$ cat config.mk
export PLATFORM = sky130hd
export DESIGN_NAME = irq_target_ctx
export DESIGN_NICKNAME = d
export VERILOG_FILES = /design/src/rtl/irqtgt_pkg.sv /design/src/rtl/irqtgt_pend_bank.sv /design/src/rtl/irqtgt_arbiter.sv /design/src/rtl/irqtgt_claim_ctrl.sv /design/src/rtl/irq_target_ctx.sv
export SDC_FILE = /design/constraint.sdc
export NUM_CORES = 1
export LEC_CHECK = 0
export ABC_AREA = 1
export CAP_MARGIN = 20
export CORE_MARGIN = 4
export CORE_UTILIZATION = 45
export DETAILED_ROUTE_END_ITERATION = 7
export DONT_BUFFER_PORTS = 1
export HOLD_SLACK_MARGIN = 0.12
export PLACE_DENSITY_LB_ADDON = 0.1
export REMOVE_ABC_BUFFERS = 1
export SYNTH_ARGS = -nofsm -noshare
export SYNTH_HDL_FRONTEND = slang
export SYNTH_SLANG_ARGS = --single-unit
$ cat constraint.sdc
create_clock -name clk_i -period 31.7 [get_ports clk_i]
set_clock_uncertainty 0.05 [all_clocks]
set_input_delay 4.755 -clock clk_i [delete_from_list [all_inputs] [get_ports clk_i]]
set_output_delay 4.755 -clock clk_i [all_outputs]
set_load 0.01 [all_outputs]
$ cat src/rtl/irqtgt_pkg.sv
package irqtgt_pkg;
    // Upper bound on sources per context; IDs 1..MAX_SRC, ID 0 reserved.
    localparam int unsigned MAX_SRC   = 31;
    localparam int unsigned MAX_ID_W  = 5;

    function automatic int unsigned id_bits(input int unsigned nsrc);
        return $clog2(nsrc + 1);
    endfunction
endpackage

$ cat src/rtl/irqtgt_pend_bank.sv
module irqtgt_pend_bank #(
    parameter int unsigned N = 31
) (
    input  logic         clk_i,
    input  logic         rst_ni,
    input  logic [N-1:0] raise_i,
    input  logic [N-1:0] clr_i,
    output logic [N-1:0] pend_o
);
    typedef struct packed {
        logic [N-1:0] pend;
    } bank_st_t;

    bank_st_t st_d, st_q;

    // Clear from a claim first, then raise: a same-cycle raise survives.
    always_comb begin
        st_d      = st_q;
        st_d.pend = (st_q.pend & ~clr_i) | raise_i;
    end

    always_ff @(posedge clk_i or negedge rst_ni) begin
        if (!rst_ni) st_q <= '0;
        else         st_q <= st_d;
    end

    assign pend_o = st_q.pend;

    // a claim clears at most one source per cycle
    a_r3_single_clear: assert property (@(posedge clk_i) disable iff (!rst_ni)
        $onehot0(clr_i));

    // every raised bit is pending in the next cycle, claim or not
    a_r9_raise_sticks: assert property (@(posedge clk_i) disable iff (!rst_ni)
        (raise_i != '0) |=> ((pend_o & $past(raise_i)) == $past(raise_i)));
endmodule

$ cat src/rtl/irqtgt_arbiter.sv
module irqtgt_arbiter #(
    parameter int unsigned N  = 31,
    parameter int unsigned PW = 3,
    parameter int unsigned IW = 5
) (
    input  logic [N-1:0]    pend_i,
    input  logic [N*PW-1:0] prio_i,
    output logic [IW-1:0]   best_id_o,
    output logic [PW-1:0]   best_pri_o
);
    logic [PW-1:0] pri_a [N];

    for (genvar g = 0; g < N; g++) begin : g_unpack
        assign pri_a[g] = prio_i[g*PW +: PW];
    end

    // Strict compare: equal priority keeps the lower ID; priority 0 never wins.
    always_comb begin
        best_id_o  = '0;
        best_pri_o = '0;
        for (int s = 0; s < N; s++) begin
            if (pend_i[s] && (pri_a[s] > best_pri_o)) begin
                best_pri_o = pri_a[s];
                best_id_o  = IW'(s + 1);
            end
        end
    end
endmodule

$ cat src/rtl/irqtgt_claim_ctrl.sv
module irqtgt_claim_ctrl #(
    parameter int unsigned N  = 31,
    parameter int unsigned PW = 3,
    parameter int unsigned IW = 5,
    parameter int unsigned DW = 32
) (
    input  logic          clk_i,
    input  logic          rst_ni,
    input  logic [IW-1:0] best_id_i,
    input  logic [PW-1:0] best_pri_i,
    input  logic [PW-1:0] thr_i,
    input  logic          rd_i,
    input  logic          wr_i,
    input  logic [DW-1:0] wdata_i,
    output logic [N-1:0]  clr_o,
    output logic [DW-1:0] rdata_o,
    output logic          irq_o
);
    typedef struct packed {
        logic [IW-1:0] held;
        logic [DW-1:0] rdata;
        logic          irq;
    } ctrl_st_t;

    ctrl_st_t st_d, st_q;
    logic     done;
    logic     take;

    always_comb begin
        st_d       = st_q;
        st_d.rdata = '0;
        take       = 1'b0;
        done       = wr_i && (st_q.held != '0) && (wdata_i == DW'(st_q.held));
        if (done) st_d.held = '0;
        if (rd_i) begin
            if (st_d.held != '0) begin
                st_d.rdata = DW'(st_d.held);
            end else if (best_id_i != '0) begin
                take       = 1'b1;
                st_d.held  = best_id_i;
                st_d.rdata = DW'(best_id_i);
            end
        end
        st_d.irq = (best_pri_i > thr_i) && (best_id_i != '0) && (st_q.held == '0);
        for (int s = 0; s < N; s++) begin
            clr_o[s] = take && (best_id_i == IW'(s + 1));
        end
    end

    always_ff @(posedge clk_i or negedge rst_ni) begin
        if (!rst_ni) st_q <= '0;
        else         st_q <= st_d;
    end

    assign rdata_o = st_q.rdata;
    assign irq_o   = st_q.irq;

    // no request in the cycle after a claim is held
    a_r5_quiet_while_held: assert property (@(posedge clk_i) disable iff (!rst_ni)
        (st_q.held != '0) |=> !irq_o);

    // a repeated claim echoes the held ID
    a_r6_repeat_echo: assert property (@(posedge clk_i) disable iff (!rst_ni)
        (rd_i && !wr_i && (st_q.held != '0)) |=> (rdata_o == DW'($past(st_q.held))));

    // read data is zero outside the cycle after a claim strobe
    a_r3_idle_rdata_zero: assert property (@(posedge clk_i) disable iff (!rst_ni)
        !rd_i |=> (rdata_o == '0));

    // a foreign completion keeps the held claim
    a_r8_foreign_kept: assert property (@(posedge clk_i) disable iff (!rst_ni)
        (wr_i && !rd_i && (wdata_i != DW'(st_q.held))) |=> $stable(st_q.held));

    // a matching completion frees the context
    a_r7_complete_frees: assert property (@(posedge clk_i) disable iff (!rst_ni)
        (wr_i && !rd_i && (st_q.held != '0) && (wdata_i == DW'(st_q.held)))
        |=> (st_q.held == '0));
endmodule

$ cat src/rtl/irq_target_ctx.sv
module irq_target_ctx #(
    parameter int unsigned NUM_SRC = 31,
    parameter int unsigned PRIO_W  = 3,
    parameter int unsigned DATA_W  = 32
) (
    input  logic                      clk_i,
    input  logic                      rst_ni,
    input  logic [NUM_SRC-1:0]        src_raise_i,
    input  logic [NUM_SRC*PRIO_W-1:0] src_prio_i,
    input  logic [PRIO_W-1:0]         threshold_i,
    input  logic                      claim_rd_i,
    output logic [DATA_W-1:0]         claim_rdata_o,
    input  logic                      cmpl_wr_i,
    input  logic [DATA_W-1:0]         cmpl_wdata_i,
    output logic                      irq_o
);
    localparam int unsigned ID_W = irqtgt_pkg::id_bits(NUM_SRC);

    logic [NUM_SRC-1:0] pend;
    logic [NUM_SRC-1:0] clr;
    logic [ID_W-1:0]    best_id;
    logic [PRIO_W-1:0]  best_pri;

    irqtgt_pend_bank #(.N(NUM_SRC)) u_bank (
        .clk_i   (clk_i),
        .rst_ni  (rst_ni),
        .raise_i (src_raise_i),
        .clr_i   (clr),
        .pend_o  (pend)
    );

    irqtgt_arbiter #(.N(NUM_SRC), .PW(PRIO_W), .IW(ID_W)) u_arb (
        .pend_i     (pend),
        .prio_i     (src_prio_i),
        .best_id_o  (best_id),
        .best_pri_o (best_pri)
    );

    irqtgt_claim_ctrl #(.N(NUM_SRC), .PW(PRIO_W), .IW(ID_W), .DW(DATA_W)) u_ctrl (
        .clk_i      (clk_i),
        .rst_ni     (rst_ni),
        .best_id_i  (best_id),
        .best_pri_i (best_pri),
        .thr_i      (threshold_i),
        .rd_i       (claim_rd_i),
        .wr_i       (cmpl_wr_i),
        .wdata_i    (cmpl_wdata_i),
        .clr_o      (clr),
        .rdata_o    (claim_rdata_o),
        .irq_o      (irq_o)
    );

    // the winner always has a nonzero priority
    a_r10_zero_prio_loses: assert property (@(posedge clk_i) disable iff (!rst_ni)
        (best_id != '0) |-> (best_pri != '0));

    // the winner is a pending source
    a_r3_winner_pending: assert property (@(posedge clk_i) disable iff (!rst_ni)
        (best_id != '0) |-> pend[best_id - 1'b1]);
endmodule

# Word-level counts from Yosys, hierarchy flattened
# Index checks and enable logic that the tools add are counted.
dict set report word_totals {
  ff_bits 69
  wordCells 211
  output_inout_bits 33
  input_bits 163
}
dict set report classes {
  mux 70
  reduce_logical 70
  n_lt_le_gt_ge 32
  bitwise 3
  eq_ne 32
}
# operator count
set op_table {}
lappend op_table {{$mux 3} 35}
lappend op_table {{$gt 3x3->1} 31}
lappend op_table {{$mux 5} 18}
lappend op_table {{$eq 5x5->1 const B} 16}
lappend op_table {{$mux 37} 2}
lappend op_table {{$logic_and 1x1->1} 66}
lappend op_table {{$eq 5x4->1 const B} 8}
lappend op_table {{$eq 32x5->1} 1}
lappend op_table {{$mux 32} 1}
lappend op_table {{$mux 4} 8}
lappend op_table {{$and 31x31->31} 1}
lappend op_table {{$not 31->31} 1}
lappend op_table {{$or 31x31->31} 1}
lappend op_table {{$eq 5x3->1 const B} 4}
lappend op_table {{$reduce_bool 5->1} 3}
lappend op_table {{$eq 5x2->1 const B} 2}
lappend op_table {{$eq 5x1->1 const B} 1}
lappend op_table {{$logic_not 5->1} 1}
lappend op_table {{$mux 1} 4}
lappend op_table {{$mux 2} 2}
lappend op_table {{$gt 3x1->1 const B} 1}

# Longest topological paths before layout
dict set report depth {
  ltp_word 101
  ltp_mapped 240
}

# Hierarchy
# Synthesis repeated with hierarchy kept, for this count alone.
dict set report unflattened {
  cells_unflattened 1000
  area_unflattened_um2 6338.6
}
# module cells_each n_inst seq_area_each_um2 area_each_um2
set modules_own_cells {}
lappend modules_own_cells {irqtgt_arbiter 646 1 0.0 3861.2}
lappend modules_own_cells {irqtgt_pend_bank 155 1 775.7 1241.2}
lappend modules_own_cells {irqtgt_claim_ctrl 199 1 275.3 1236.2}

# Least setup slack after synthesis
# OpenSTA, ideal clock, no wires.
dict set report synth_timing {
  kind {input-to-reg}
  from {input port src_prio_i[1]}
  to {register u_bank.st_q, in the netlist u_bank.pend_o[14]}
  t_required_ps 31530
  stages 211
  path_slack_ps -4031
  setup_ps 120
  arrival_time_ps 35562
  path_cell_list {nor2_1 nand2_1 nand2_1 nor2_1 inv_1 ha_1 nand3_1 nand2_1 inv_2 nand2_4 o21ai_0 ha_1 nor2_1 or2_1 nand3_1 nand3_2 nand2_2 o21ai_0 [... 175 more ...] nor2_1 inv_1 nand2_1 o21ai_1 ha_1 nand2_1 nor2_1 a211oi_1 nor2_1 nor2_1 nand4_1 nor3_2 nand2_8 inv_4 buf_4 nand4_1 o21bai_2 nand2_1}
}
# element line_no
set synth_rtl {}
lappend synth_rtl {{start: declaration} irq_target_ctx.sv:9} ;# input logic [NUM_SRC*PRIO_W-1:0] src_prio_i,
lappend synth_rtl {{end signal: assignment} irqtgt_pend_bank.sv:24} ;# else st_q <= st_d;
lappend synth_rtl {{end: declaration} irqtgt_pend_bank.sv:14} ;# bank_st_t st_d, st_q;

==> impl_metrics.toml <==
[clock_tree]
cts_hold_buf = 0
htree_levels = 2
cts_max_path_buffers = 2
clkSlewWorstSetupHoldPaths_ns = 0.06
clk_latency_ns = 0.29
clock-sinks = 42
cts_inserted_buffers = 5
cts_tree = "yes"
root_buffer = "clkbuf_16"

[routing]
detail_route.first_pass.iterations = 4
vias = 7032
antenna_left = 0
via_per_inst = 5.32
finalWirelength_um = 21400
initialDrtViolationCount = 314
wl_per_cell_um = 16.2
drcViolationCount = 0

[yosys]
yosys_warnings = 0
ys_types = 51
synthArstFlopShare_pct = 100
synth.most_common_cell = "inv_1"
synth_edf_count = 0
ys_seq_area_share_pct = 17.7
synthCells = 904
yosys.area.top_type_share_pct = 17.7
avgSynthCellArea_um2 = 6.55
synthFlopType = "dfrtp_1"
ys_top_cells_by_count = "inv_1 (174), nand2_1 (166), nand2_2 (79)"
synth-seq-cells = 42
synth_top_cell_by_area = "dfrtp_1"
yosys-top-cells-area = "dfrtp_1 (18%), inv_1 (11%), nand2_1 (11%)"
syn_area_mm2 = 0.00593

[final_layout]
final_area_mm2 = 0.00944
final_core_util_pct = 73.9
drive_gt1_share_pct = 51.5
area_delta_synth_final_pct = 59.4
nets = 1350
diodes = 0
final_cell_count_no_fill = 1321

[grt]
grt_max_degree = 43
overflow = 0
grt_usage_pct = 24.9
grt_antenna_before_repair = 0
grt_pass1_vias = 6913
grt_first_pass_wirelength_um = 30900

[floorplanning]
io_pins = 196
fp.dieW_um = 123
die-area_mm2 = 0.0151
start_util_pct = 46.4
fp.dieH_um = 123
core_region_area_mm2 = 0.0128
rows = 41

[worst_setup_path]
criticalPathCategory = "in -> reg"
cp_max_fo = 7
path_common_cell = "nand2_2"
crit_required_ns = 31.82
end_kind = "flop"
critical_path.max_stage_delay_ns = 0.31
crit_family = "simple AND/OR/NAND/NOR gates"
startpoint_type = "primary input"
critical_path_buf_inv_count = 23
worstPathArrival_ns = 33.68
cp_slowest_cell = "ha_1"

[place]
dp_cells = 1184
io_buffer_count = 0
place_area_mm2 = 0.00686
place_congestion = 0.838
detailedPlacementHpwl_um = 14000
dp_worst_setup_slack_ns = -6.57

[pwr]
leakage_nw = 4.76
power_density_mw_per_mm2 = 153
p_clk_share_pct = 3.6
switching_share_pct = 47.8
seqPwrFrac_pct = 4.5
p_int_uw = 754
switching_power_uw = 692
vdd_drop_max_mv = 0.0957
finalPower_mw = 1.45
pwr-share-comb_pct = 91.9

[timing]
setup_slack_ns = -1.86
finalHoldViolCount = 0
drv_slew = 0
worst_pin_slew_ns = 1.04
setup_violations = 42
fin_crit_ns = 33.56
max_freq_mhz = 29.8
holdWs_ns = 0.458
maxSlewHeadroom_pct = 30.2
fin_crit_sh_pct = 106
rsz0062_at_grt = "true"
tns_ns = -71.76

[worst_hold_path]
hold_path_class = "reg -> reg"

[status]
outcome = "finished, violations left"
failed_checks = "negative setup slack"

[job]
cap_violations = 0
[area by class of cell]
cell class                 instances  area [um^2]
clock inverter                     1         5.00
timing repair buffer             245         1900
tap                              172          215
sequential                        42         1050
clock buffer                       7          143
fill                             931         3330
multi-input combinational        669         5400
inverter                         184          721
timing repair inverter             1         8.76
[power groups by stage]
stage	Sequential [mW]	Clock (mW)	Combinational, mW
floorplan	0.0638	0	0.483
CTS	0.0642	0.0533	1.05
global route	0.0649	0.0558	1.44
global placement	0.0651	0	0.765
finish	0.0644	0.0524	1.33
detailed placement	0.0652	0	0.786
[path summary, 6_finish.rpt]
| check | from | cells after the start | to | slack (ns) |
|---|---|---|---|---|
| worst max-delay path | src_prio_i[1] | 220 | u_bank.pend_o[8] | -1.86 |
| worst min-delay path | u_bank.pend_o[30] | 2 | u_bank.pend_o[30] | 0.46 |
| worst max register to register | u_bank.pend_o[0] | 217 | u_bank.pend_o[8] | 2.22 |
| worst min register to register | u_bank.pend_o[30] | 2 | u_bank.pend_o[30] | 0.46 |
| max in group asynchronous | rst_ni | 0 | u_bank.pend_o[15] | 27.41 |
| min in group asynchronous | rst_ni | 0 | u_ctrl.rdata_o[3] | 4.11 |
[repair_timing]
| item | CTS | global route |
|---|---|---|
| endpoints found under the setup margin | 42 | 42 |
| hold endpoints to repair | 0 | 0 |
| pin swaps | 98 | 111 |
| gates resized for setup | 179 | 158 |
| cloned | 2 | 0 |
| buffers inserted | 93 | 36 |
[registers in the layout, summed over array words and instances, names as in the netlist]
register        cells
u_bank.pend_o      31
u_ctrl.rdata_o      5
u_ctrl.st_q         5
u_ctrl.irq_o        1
[cells by family (layout without fill, tap and decap cells)]
group	count (synthesis)	count (layout)	synth area share [%]
AND/OR/NAND/NOR	420	421	38.2
flip-flops	42	42	17.7
other	1	27	0.0633
adder cells (fa/ha/maj)	39	39	8.23
buffers and inverters	220	438	16.5
XOR/XNOR	4	4	0.591
AO/OA/AOI/OAI	178	178	18.6
[cell usage in the layout (no fill, tap or decap), types with 7 or more instances in the layout]
cell / instances
nand2_2: 89
buf_6: 11
nand3_1: 44
inv_2: 11
o21ai_0: 7
or2_4: 12
dfrtp_1: 42
nand3_2: 32
o21ai_2: 29
conb_1: 27
ha_1: 16
nand3_4: 12
inv_1: 167
nand2_1: 127
nor4_1: 7
a21oi_1: 37
a21boi_0: 7
buf_4: 232
nor2_1: 13
o21ai_4: 20
nand4_1: 19
o21a_1: 13
a21oi_2: 9
ha_4: 22
nand2_4: 33
nor3_4: 7
o22ai_2: 12
[worst register-to-register path, delay by kind of cell (launching register included)]
family                   cells  cell delay, ns
AO/OA/AOI/OAI               58            7.74
adder cells (fa/ha/maj)     30            7.62
AND/OR/NAND/NOR            106           11.59
buffers and inverters       23            1.89
flip-flops                   1            0.44
[per-layer routing]
| metal | GRT usage [%] | vias up | part of all wire [%] |
|---|---|---|---|
| met4 | 8.05 | 0 | 3.1 |
| li1 | - | 3400 | - |
| met3 | 3.09 | 66 | 4.9 |
| met2 | 48.5 | 219 | 55 |
| met5 | 0 | - | 0 |
| met1 | 27.6 | 3347 | 37 |
Power figures use the tool's default switching activity.
